$ cat config.mk
export PLATFORM = sky130hd
export DESIGN_NAME = ipi_dispatcher
export DESIGN_NICKNAME = d
export VERILOG_FILES = /design/src/rtl/ipi_pkg.sv /design/src/rtl/ipi_ctrl.sv /design/src/rtl/ipi_dp.sv /design/src/rtl/ipi_dispatcher.sv
export SDC_FILE = /design/constraint.sdc
export NUM_CORES = 1
export LEC_CHECK = 0
export CORE_ASPECT_RATIO = 0.5
export CORE_UTILIZATION = 66
export DETAILED_ROUTE_END_ITERATION = 8
export DONT_BUFFER_PORTS = 1
export PLACE_DENSITY = 0.86
export SLEW_MARGIN = 20
export SYNTH_ARGS = -nofsm -noshare
export SYNTH_HDL_FRONTEND = slang
export SYNTH_HIERARCHICAL = 1
export SYNTH_SLANG_ARGS = --single-unit
export TNS_END_PERCENT = 10
$ cat constraint.sdc
create_clock -name clk -period 6.4 [get_ports clk]
set_input_delay 0.96 -clock clk [delete_from_list [all_inputs] [get_ports clk]]
set_output_delay 0.96 -clock clk [all_outputs]
set_load 0.01 [all_outputs]
$ cat src/rtl/ipi_pkg.sv
package ipi_pkg;
  localparam int ID_W  = 5;
  localparam int VEC_W = 6;
  localparam int CNT_W = ID_W + 1;
  localparam int OP_LSB  = 16;
  localparam int ID_LSB  = 8;
  localparam int VEC_LSB = 0;

  typedef enum logic [1:0] {
    OP_INTR   = 2'd0,
    OP_RESET  = 2'd1,
    OP_HALT   = 2'd2,
    OP_RESUME = 2'd3
  } op_e;

  typedef struct packed {
    logic             post;
    logic             por;
    logic             halt;
    logic             resume;
    logic             badVec;
    logic [ID_W-1:0]  cpu;
    logic [VEC_W-1:0] vec;
  } strobe_t;
endpackage

$ cat src/rtl/ipi_ctrl.sv
module ipi_ctrl
  import ipi_pkg::*;
#(
  parameter int               NUM_CPU = 32,
  parameter logic [VEC_W-1:0] POR_VEC = 6'h01
) (
  input  logic             clk,
  input  logic             rstN,
  input  logic             wrEn,
  input  logic [31:0]      wrData,
  input  logic [CNT_W-1:0] cpuCount,
  output strobe_t          st
);
  localparam logic [CNT_W-1:0] MAX_CNT = CNT_W'(NUM_CPU);

  op_e              op;
  logic [ID_W-1:0]  tgt;
  logic [VEC_W-1:0] vec;
  logic             inRange;
  logic             go;

  always_comb begin
    op      = op_e'(wrData[OP_LSB +: 2]);
    tgt     = wrData[ID_LSB +: ID_W];
    vec     = wrData[VEC_LSB +: VEC_W];
    inRange = ({1'b0, tgt} < cpuCount) && ({1'b0, tgt} < MAX_CNT);
    go      = wrEn && inRange;
    st        = '0;
    st.cpu    = tgt;
    st.vec    = vec;
    st.post   = go && (op == OP_INTR);
    st.por    = go && (op == OP_RESET) && (vec == POR_VEC);
    st.badVec = go && (op == OP_RESET) && (vec != POR_VEC);
    st.halt   = go && (op == OP_HALT);
    st.resume = go && (op == OP_RESUME);
  end


  strobe_excl_chk: assert property (@(posedge clk) disable iff (!rstN)
    $onehot0({st.post, st.por, st.badVec, st.halt, st.resume}));


  strobe_range_chk: assert property (@(posedge clk) disable iff (!rstN)
    (st.post || st.por || st.badVec || st.halt || st.resume) |->
      ({1'b0, st.cpu} < cpuCount));
endmodule

$ cat src/rtl/ipi_dp.sv
module ipi_dp
  import ipi_pkg::*;
#(
  parameter int NUM_CPU = 32
) (
  input  logic               clk,
  input  logic               rstN,
  input  strobe_t            st,
  output logic               postValid,
  output logic [ID_W-1:0]    postCpu,
  output logic [VEC_W-1:0]   postVec,
  output logic [NUM_CPU-1:0] runState,
  output logic [NUM_CPU-1:0] cpuReset,
  output logic               badResetVec
);
  logic [NUM_CPU-1:0] cpuSel;

  always_comb cpuSel = NUM_CPU'(1) << st.cpu;

  always_ff @(posedge clk) begin
    if (!rstN) begin
      postValid   <= 1'b0;
      postCpu     <= '0;
      postVec     <= '0;
      runState    <= '1;
      cpuReset    <= '0;
      badResetVec <= 1'b0;
    end else begin
      postValid   <= st.post;
      badResetVec <= st.badVec;
      cpuReset    <= st.por ? cpuSel : '0;
      if (st.post) begin
        postCpu <= st.cpu;
        postVec <= st.vec;
      end
      if (st.por || st.resume) runState <= runState | cpuSel;
      else if (st.halt)        runState <= runState & ~cpuSel;
    end
  end


  rst_onehot_chk: assert property (@(posedge clk) disable iff (!rstN)
    $onehot0(cpuReset));


  rst_runs_chk: assert property (@(posedge clk) disable iff (!rstN)
    ((runState & cpuReset) == cpuReset));


  bad_quiet_chk: assert property (@(posedge clk) disable iff (!rstN)
    badResetVec |-> (!postValid && cpuReset == '0));


  halt_clears_chk: assert property (@(posedge clk) disable iff (!rstN)
    st.halt |=> (runState & $past(cpuSel)) == '0);


  resume_sets_chk: assert property (@(posedge clk) disable iff (!rstN)
    st.resume |=> (runState & $past(cpuSel)) == $past(cpuSel));
endmodule

$ cat src/rtl/ipi_dispatcher.sv
module ipi_dispatcher
  import ipi_pkg::*;
#(
  parameter int               NUM_CPU = 32,
  parameter logic [VEC_W-1:0] POR_VEC = 6'h01
) (
  input  logic               clk,
  input  logic               rstN,
  input  logic               wrEn,
  input  logic [31:0]        wrData,
  input  logic [CNT_W-1:0]   cpuCount,
  output logic               postValid,
  output logic [ID_W-1:0]    postCpu,
  output logic [VEC_W-1:0]   postVec,
  output logic [NUM_CPU-1:0] runState,
  output logic [NUM_CPU-1:0] cpuReset,
  output logic               badResetVec
);
  strobe_t st;

  ipi_ctrl #(.NUM_CPU(NUM_CPU), .POR_VEC(POR_VEC)) i_ctrl (
    .clk(clk), .rstN(rstN), .wrEn(wrEn), .wrData(wrData),
    .cpuCount(cpuCount), .st(st)
  );

  ipi_dp #(.NUM_CPU(NUM_CPU)) i_dp (
    .clk(clk), .rstN(rstN), .st(st),
    .postValid(postValid), .postCpu(postCpu), .postVec(postVec),
    .runState(runState), .cpuReset(cpuReset), .badResetVec(badResetVec)
  );


  oor_ignored_chk: assert property (@(posedge clk) disable iff (!rstN)
    (wrEn && ({1'b0, wrData[ID_LSB +: ID_W]} >= cpuCount)) |=>
      (!postValid && cpuReset == '0 && !badResetVec && $stable(runState)));


  idle_quiet_chk: assert property (@(posedge clk) disable iff (!rstN)
    !wrEn |=> (!postValid && cpuReset == '0 && !badResetVec));
endmodule

## Word-level counts from Yosys, hierarchy flattened

Cells that the tools add are included.

- Bits in registers: 77
- Logic and storage cells: 29

- Multiplexer cells: 2
- $lt $le $gt $ge: 1
- Reductions and logical operators: 11
- Bitwise operators: 3
- Shift operators: 1
- Equality and inequality tests: 5

Operator list:

| kind | count |
|---|---|
| 32-bit 2-to-1 mux | 2 |
| 32-bit AND | 1 |
| 32-bit NOT | 1 |
| 32-bit bitwise OR | 1 |
| 1-bit by 5-bit left shift with 32-bit output, first input constant | 1 |
| 1-bit logical AND | 7 |
| 6-bit by 1-bit == test with 1-bit output, second input constant | 1 |
| 5-bit by 6-bit < comparator with 1-bit output | 1 |
| 6-bit by 1-bit != test with 1-bit output, second input constant | 1 |
| 2-bit == test, second input constant | 2 |
| 2-bit by 1-bit == test with 1-bit output, second input constant | 1 |
| 2-bit logical NOT | 1 |
| 2-bit AND reduction | 1 |
| 2-bit nonzero test | 1 |
| 1-bit logical OR | 1 |

## Logic depth before layout (Yosys ltp)

Gate-level depths: netlist (run 1).

- Depth in word-level cells: 6
- Depth in mapped cells: 10
- Depth with buffers taken out: 9

## Modules after synthesis

Netlist (run 1), hierarchy kept.

By module, submodules not included:

| module | cells each | area an instance (sq um) | sequential area each (sq um) | instances |
|---|---|---|---|---|
| ipi_dp | 238 | 2503.7 | 1541.5 | 1 |
| ipi_ctrl | 38 | 270.3 | 0.0 | 1 |

## Least setup slack after synthesis (run 1)

OpenSTA, ideal clock, no wires.

- Path kind: input to register
- Start point: in cpuCount[3]
- End point: reg (tool-made name)
- Library setup time: 0.141 ns
- Slack: 3.578 ns
- Data arrival time: 2.681 ns
- Cell stages on the path: 10
- Path buffers: 1
- Cell sequence: inv_1 ha_1 a21o_1 nand3_1 o211ai_1 nor3b_1 or3b_1 buf_2 o21ai_0 o211ai_1

RTL lines:

| item | RTL line | source |
|---|---|---|
| start: declaration | ipi_dispatcher.sv:11 | `input logic [CNT_W-1:0] cpuCount,` |

==> flow_metrics.tcl, run 1 <==
set metrics [dict create \
    wl_um 5860 \
    finalPower_mw 0.848 \
    power.ir.vdd_worst_v 0.000176 \
    drv_cap 0 \
    clkLatencyLatePin_ns 0.34 \
    clk_path_buf_depth 2 \
    flip_flop_and_latch_count_after_synthesis 77 \
    grt_setup_unrepaired "false" \
    remaining_drc_errors 0 \
    tritoncts.num_buffers 9 \
    cts.reportedPaths.clkPinSlew_ns 0.08 \
    firstDrtPassIters 4 \
    multiInputGateArea_um2 1040 \
    clock_sink_count 77 \
    postSynthNetCount 321 \
    slew_headroom_pct 50.2 \
    finalWeightedCongestion 0.752 \
    worstHoldPathType "reg -> reg" \
    layout_worst_path_cycle_share_pct 46.5 \
    timing.critical_path.buf_inv 1 \
    skew_ns 0 \
    final-max-slew-violation-count 0 \
    detailroute.via_count 1943 \
    worstMarginPinSlew_ns 0.741 \
    power_density_nw_per_um2 297 \
    fp-row-count 16 \
    flow.area_growth_from_synthesis_pct 2.89 \
    worstPathArrival_ns 3.19 \
    post-cts-setup-buffer-count 0 \
    run_status "finished, final reports clean" \
    clockPowerShare_pct 39.1 \
    setup.worst_path.start_class "input pin" \
    timing_worst_setup_path_type "in -> reg" \
    antenna_diodes 0 \
    htree_levels 3 \
    grt_max_degree 50 \
    seq_power_share_pct 57.3 \
    groute.usage.overall_pct 27.2 \
    drive_above_1_share_pct 7.98 \
    path_cells "inv_1 -> ha_1 -> a21o_1 -> nand3_1 -> o211ai_1 -> nor3b_1 -> or3b_1 -> o21ai_0 -> o211ai_1" \
    p_comb_share_pct 3.6 \
    sw_frac_of_total_pct 24.6 \
    die_h_um 47.8 \
    netSwitchingPower_mw 0.209 \
    dr.first_iter.drc_count 171 \
    cts_hold_repair.buffers 0 \
    internal_power_mw 0.639 \
    start_util_pct 70.0 \
    die_area_um2 4480 \
    grt_pass1_wl_um 8710 \
    mappedNetlistArea_um2 2770 \
    tritoncts "built" \
    post-dp-hpwl_um 3900 \
    vias_in_the_first_global_route 1702 \
    post-place-ws_ns 3.20 \
    synth.distinct_cells 30 \
    final_hold_viol_count 0 \
    most-common-layout-cells "sky130_fd_sc_hd__dfxtp_1, sky130_fd_sc_hd__nor2_1, sky130_fd_sc_hd__o211ai_1, sky130_fd_sc_hd__o21ai_0" \
    cp_common_cell "sky130_fd_sc_hd__o211ai_1" \
    nets 303 \
    setup.reg_to_reg.worst_slack_ns 5.68 \
    leakage_nw 0.960 \
    synth-seq-area-share_pct 55.6 \
    cts_repair_resize_count 0 \
    cp_data_required_time_ns 6.62 \
    cp_top_family "simple AND/OR/NAND/NOR gates" \
    core_region_area_um2 3960 \
    end_kind "register" \
    time_the_final_worst_path_needs_with_i_o_delays_and_setup_ns 2.98 \
    die_width_um 93.7 \
    detail-route-antenna-nets 0 \
    cp_max_delay_cell "sky130_fd_sc_hd__nor3b_1" \
    overflow 0 \
    crit_fanout 8 \
    finalSetupTns_ns 0 \
    setup_slack_ns 3.42 \
    avgViaCountPerCell 6.13 \
    cts_root_buffer "sky130_fd_sc_hd__clkbuf_8" \
    wire_per_inst_um 18.5 \
    numPortBuffers 0 \
    critical_path.max_stage_delay_ns 0.60 \
    synth.yosys.warnings 6 \
    max_freq_mhz 336 \
    layout.cells.most_common "sky130_fd_sc_hd__dfxtp_1" \
    sequential_cell_area_um2 1540 \
    fillers 302 \
    grt_antenna_before_repair 0 \
    setup_viol_count_final 0 \
    postSynthCellCount 276 \
    io_pins 118 \
    post_synth.cell_area_avg_um2 10.1 \
]
## final timing paths
check	start	endpoint	depth (start not counted)
max	cpuCount[3]	register	9
min	register	register	2
max reg2reg	register	register	2
min reg2reg	register	register	2
## power by group through the flow
stage / combinational [mW] / clock (mW) / sequential (mW)
floorplan: 0.0365 / 0 / 0.496
global placement: 0.0284 / 0 / 0.497
detailed placement: 0.0297 / 0 / 0.497
CTS: 0.0299 / 0.338 / 0.486
global route: 0.0337 / 0.364 / 0.486
finish: 0.0303 / 0.332 / 0.486
## final cells by class
class	instances	area share, %
Sequential cell	77	54.0
Multi-Input combinational cell	165	36.6
Clock buffer	9	4.34
Tap cell	54	2.37
Clock inverter	7	2.02
Inverter	5	0.658
## worst min-delay path, delay by kind of cell (launching register included)
family,cells,cell delay [ns]
DFF,1,0.36
AOI/OAI and AO/OA,2,0.15
## metrics by stage
| stage | util, % | hold slack [ns] | cells | area (um2) |
|---|---|---|---|---|
| floorplan | - | 0.513 | 276 | 2770 |
| global placement | 67.3 | 0.538 | 301 | 2670 |
| detailed placement | 67.3 | 0.548 | 301 | 2670 |
| CTS | 71.8 | 0.559 | 317 | 2850 |
| global route | 72.0 | 0.586 | 317 | 2850 |
| finish | 72.0 | 0.552 | 317 | 2850 |
## synthesized netlist by cell type
cell type,n,area [um2]
sky130_fd_sc_hd__ha_1,4,50.1
sky130_fd_sc_hd__nand3b_1,6,45.0
sky130_fd_sc_hd__or3_1,1,6.26
sky130_fd_sc_hd__inv_1,5,18.8
sky130_fd_sc_hd__and2_1,2,12.5
sky130_fd_sc_hd__or4b_4,1,13.8
sky130_fd_sc_hd__buf_4,11,82.6
sky130_fd_sc_hd__o21ai_2,1,8.76
sky130_fd_sc_hd__mux2i_1,11,110
sky130_fd_sc_hd__nor2b_1,13,81.3
sky130_fd_sc_hd__buf_2,6,30.0
sky130_fd_sc_hd__buf_6,3,33.8
sky130_fd_sc_hd__o21ai_1,13,65.1
sky130_fd_sc_hd__nor3_1,2,10.0
sky130_fd_sc_hd__nor2_1,35,131
sky130_fd_sc_hd__or2_2,1,6.26
sky130_fd_sc_hd__a21oi_1,1,5.00
sky130_fd_sc_hd__o21ai_0,22,110
sky130_fd_sc_hd__a21boi_0,1,7.51
sky130_fd_sc_hd__or3b_1,4,35.0
sky130_fd_sc_hd__nand2b_1,1,6.26
sky130_fd_sc_hd__a21o_1,1,7.51
sky130_fd_sc_hd__clkbuf_1,9,33.8
sky130_fd_sc_hd__nand2_1,1,3.75
sky130_fd_sc_hd__nor4_2,1,12.5
sky130_fd_sc_hd__nor3b_1,1,7.51
sky130_fd_sc_hd__dfxtp_1,77,1540
sky130_fd_sc_hd__nand4_1,2,12.5
sky130_fd_sc_hd__nand3_1,6,30.0
sky130_fd_sc_hd__o211ai_1,34,255
## routing by layer
metal / up-vias / track usage (%) / part of all wire, %
li1: 922 / - / -
met1: 904 / 33.8 / 41
met2: 114 / 42.3 / 46
met3: 3 / 12.4 / 12
met4: 0 / 11.1 / 0.32
met5: - / 0 / 0
## logic make-up after synthesis
| family | after synthesis | share of synthesized area [%] |
|---|---|---|
| simple gates | 77 | 14.9 |
| flops | 77 | 55.6 |
| compound gates | 73 | 16.6 |
| buf+inv | 34 | 7.17 |
| mux | 11 | 3.97 |
| fa+ha+maj | 4 | 1.80 |
Note: power is estimated with default switching activity, not from simulation.
==> run 2: changes to the inputs <==
- CORE_UTILIZATION: 66 -> 61
- PLACE_DENSITY: 0.86 -> 0.81
- clock period: 6.4 -> 2.9 ns (I/O delays scaled with it)
==> run 2 against run 1 <==
Core utilization decreased by 1.4 points. Flip-flop and latch count stayed put. Clock skew unchanged. Critical path depth up 1. Die area increased by 7.9%. Count of clock-buffer cells in the layout grew 1. Sequential power rose by 120%. Hold slack worse by 0.37 ns.
==> flow_metrics.tcl, run 2 (synthesized netlist as in run 1, its figures left out) <==
set metrics [dict create \
    die_area_um2 4840 \
    minimum_hold_slack_ns 0.178 \
    power_density_nw_per_um2 694 \
    avgViaCountPerCell 6.11 \
    end_kind "register" \
    fillers 325 \
    time_the_final_worst_path_needs_with_i_o_delays_and_setup_ns 2.17 \
    crit_fanout 8 \
    fp-row-count 16 \
    start_util_pct 67.3 \
    wl_um 5840 \
    io_pins 118 \
    final_util_pct 70.6 \
    cts_hold_repair.buffers 0 \
    setup_viol_count_final 0 \
    cts.reportedPaths.clkPinSlew_ns 0.08 \
    slew_headroom_pct 60.1 \
    path_cells "inv_1 -> ha_1 -> a21o_1 -> nand3_1 -> o211ai_1 -> nor3b_1 -> buf_4 -> or3b_1 -> o21ai_0 -> o211ai_1" \
    finalWeightedCongestion 0.737 \
    clk_path_buf_depth 2 \
    worstHoldPathType "in -> reg" \
    core_region_area_um2 4120 \
    grt_pass1_wl_um 9370 \
    timing_worst_setup_path_type "in -> reg" \
    skew_ns 0 \
    vias_in_the_first_global_route 1872 \
    numPortBuffers 0 \
    tritoncts.num_buffers 9 \
    detailroute.via_count 1954 \
    flow.area_growth_from_synthesis_pct 4.92 \
    drt-met1-wl_um 2460 \
    wl_met3_um 603 \
    layout.cells.most_common "sky130_fd_sc_hd__dfxtp_1" \
    final-max-slew-violation-count 0 \
    drv_cap 0 \
    critical_path.max_stage_delay_ns 0.47 \
    nets 306 \
    groute.usage.overall_pct 25.5 \
    htree_levels 3 \
    wire_per_inst_um 18.3 \
    drive_above_1_share_pct 8.65 \
    detail-route-antenna-nets 0 \
    finalSetupTns_ns 0 \
    routed_length_on_met2_um 2730 \
    leakage_nw 0.993 \
    grt_setup_unrepaired "false" \
    run_status "finished, final reports clean" \
    post-cts-setup-buffer-count 0 \
    antenna_diodes 0 \
    cts_repair_resize_count 0 \
    max_freq_mhz 461 \
    post-dp-hpwl_um 3990 \
    layout_worst_path_cycle_share_pct 74.8 \
    cp_top_family "simple AND/OR/NAND/NOR gates" \
    clkLatencyLatePin_ns 0.34 \
    grt_max_degree 50 \
    power.ir.vdd_worst_v 0.000348 \
    cts_root_buffer "sky130_fd_sc_hd__clkbuf_8" \
    die_width_um 97.4 \
    highest_routed_layer "met4" \
    clock_sink_count 77 \
    most-common-layout-cells "sky130_fd_sc_hd__dfxtp_1, sky130_fd_sc_hd__nor2_1, sky130_fd_sc_hd__o211ai_1, sky130_fd_sc_hd__o21ai_0" \
    setup.worst_path.start_class "input pin" \
    cp_max_delay_cell "sky130_fd_sc_hd__or3b_1" \
    overflow 0 \
    timing.critical_path.buf_inv 2 \
    grt_antenna_before_repair 0 \
    remaining_drc_errors 0 \
    firstDrtPassIters 4 \
    final_hold_viol_count 0 \
    cp_common_cell "sky130_fd_sc_hd__o211ai_1" \
    dr.first_iter.drc_count 144 \
    worstMarginPinSlew_ns 0.594 \
    cp_data_required_time_ns 3.11 \
    worstPathArrival_ns 2.38 \
    tritoncts "built" \
    die_h_um 49.7 \
]
run 2: final timing paths:
kind,start,endpoint,slack (ns),depth (start not counted)
worst max-delay path,cpuCount[3],register,0.73,10
worst min register to register,register,register,0.56,2
worst max register to register,register,register,2.18,2
worst min-delay path,rstN,register,0.18,1
run 2: metal layers:
layer | global-route usage (%) | vias to the layer above
li1 | - | 926
met1 | 30.4 | 932
met2 | 40.8 | 89
met3 | 12.2 | 7
met4 | 8.33 | 0
met5 | 0 | -
run 2: final cells by class:
cell class / instances / area [um2] / share of cell area, %
inverter: 5 / 18.8 / 0.645
tap: 54 / 67.6 / 2.32
timing repair buffer: 3 / 22.5 / 0.774
clock inverter: 6 / 93.8 / 3.22
clock buffer: 10 / 128 / 4.39
sequential: 77 / 1540 / 53.0
multi-input combinational: 165 / 1040 / 35.7
run 2: power breakdown:
part           internal, mW  total [mW]  switching (mW)
Sequential             1.06        1.07         0.00835
Clock                 0.492       0.881           0.389
Combinational        0.0265      0.0675          0.0410
run 2: stage by stage:
step / worst slack [ns] / instance area, um2 / instances / power, mW
final: 0.731 / 2910 / 320 / 2.02
after CTS: 0.774 / 2910 / 320 / 2.04
after global placement: 0.480 / 2690 / 304 / 1.16
after detailed placement: 0.406 / 2690 / 304 / 1.16
after floorplan: 0.603 / 2770 / 276 / 1.18
after global routing: 0.554 / 2910 / 320 / 2.08
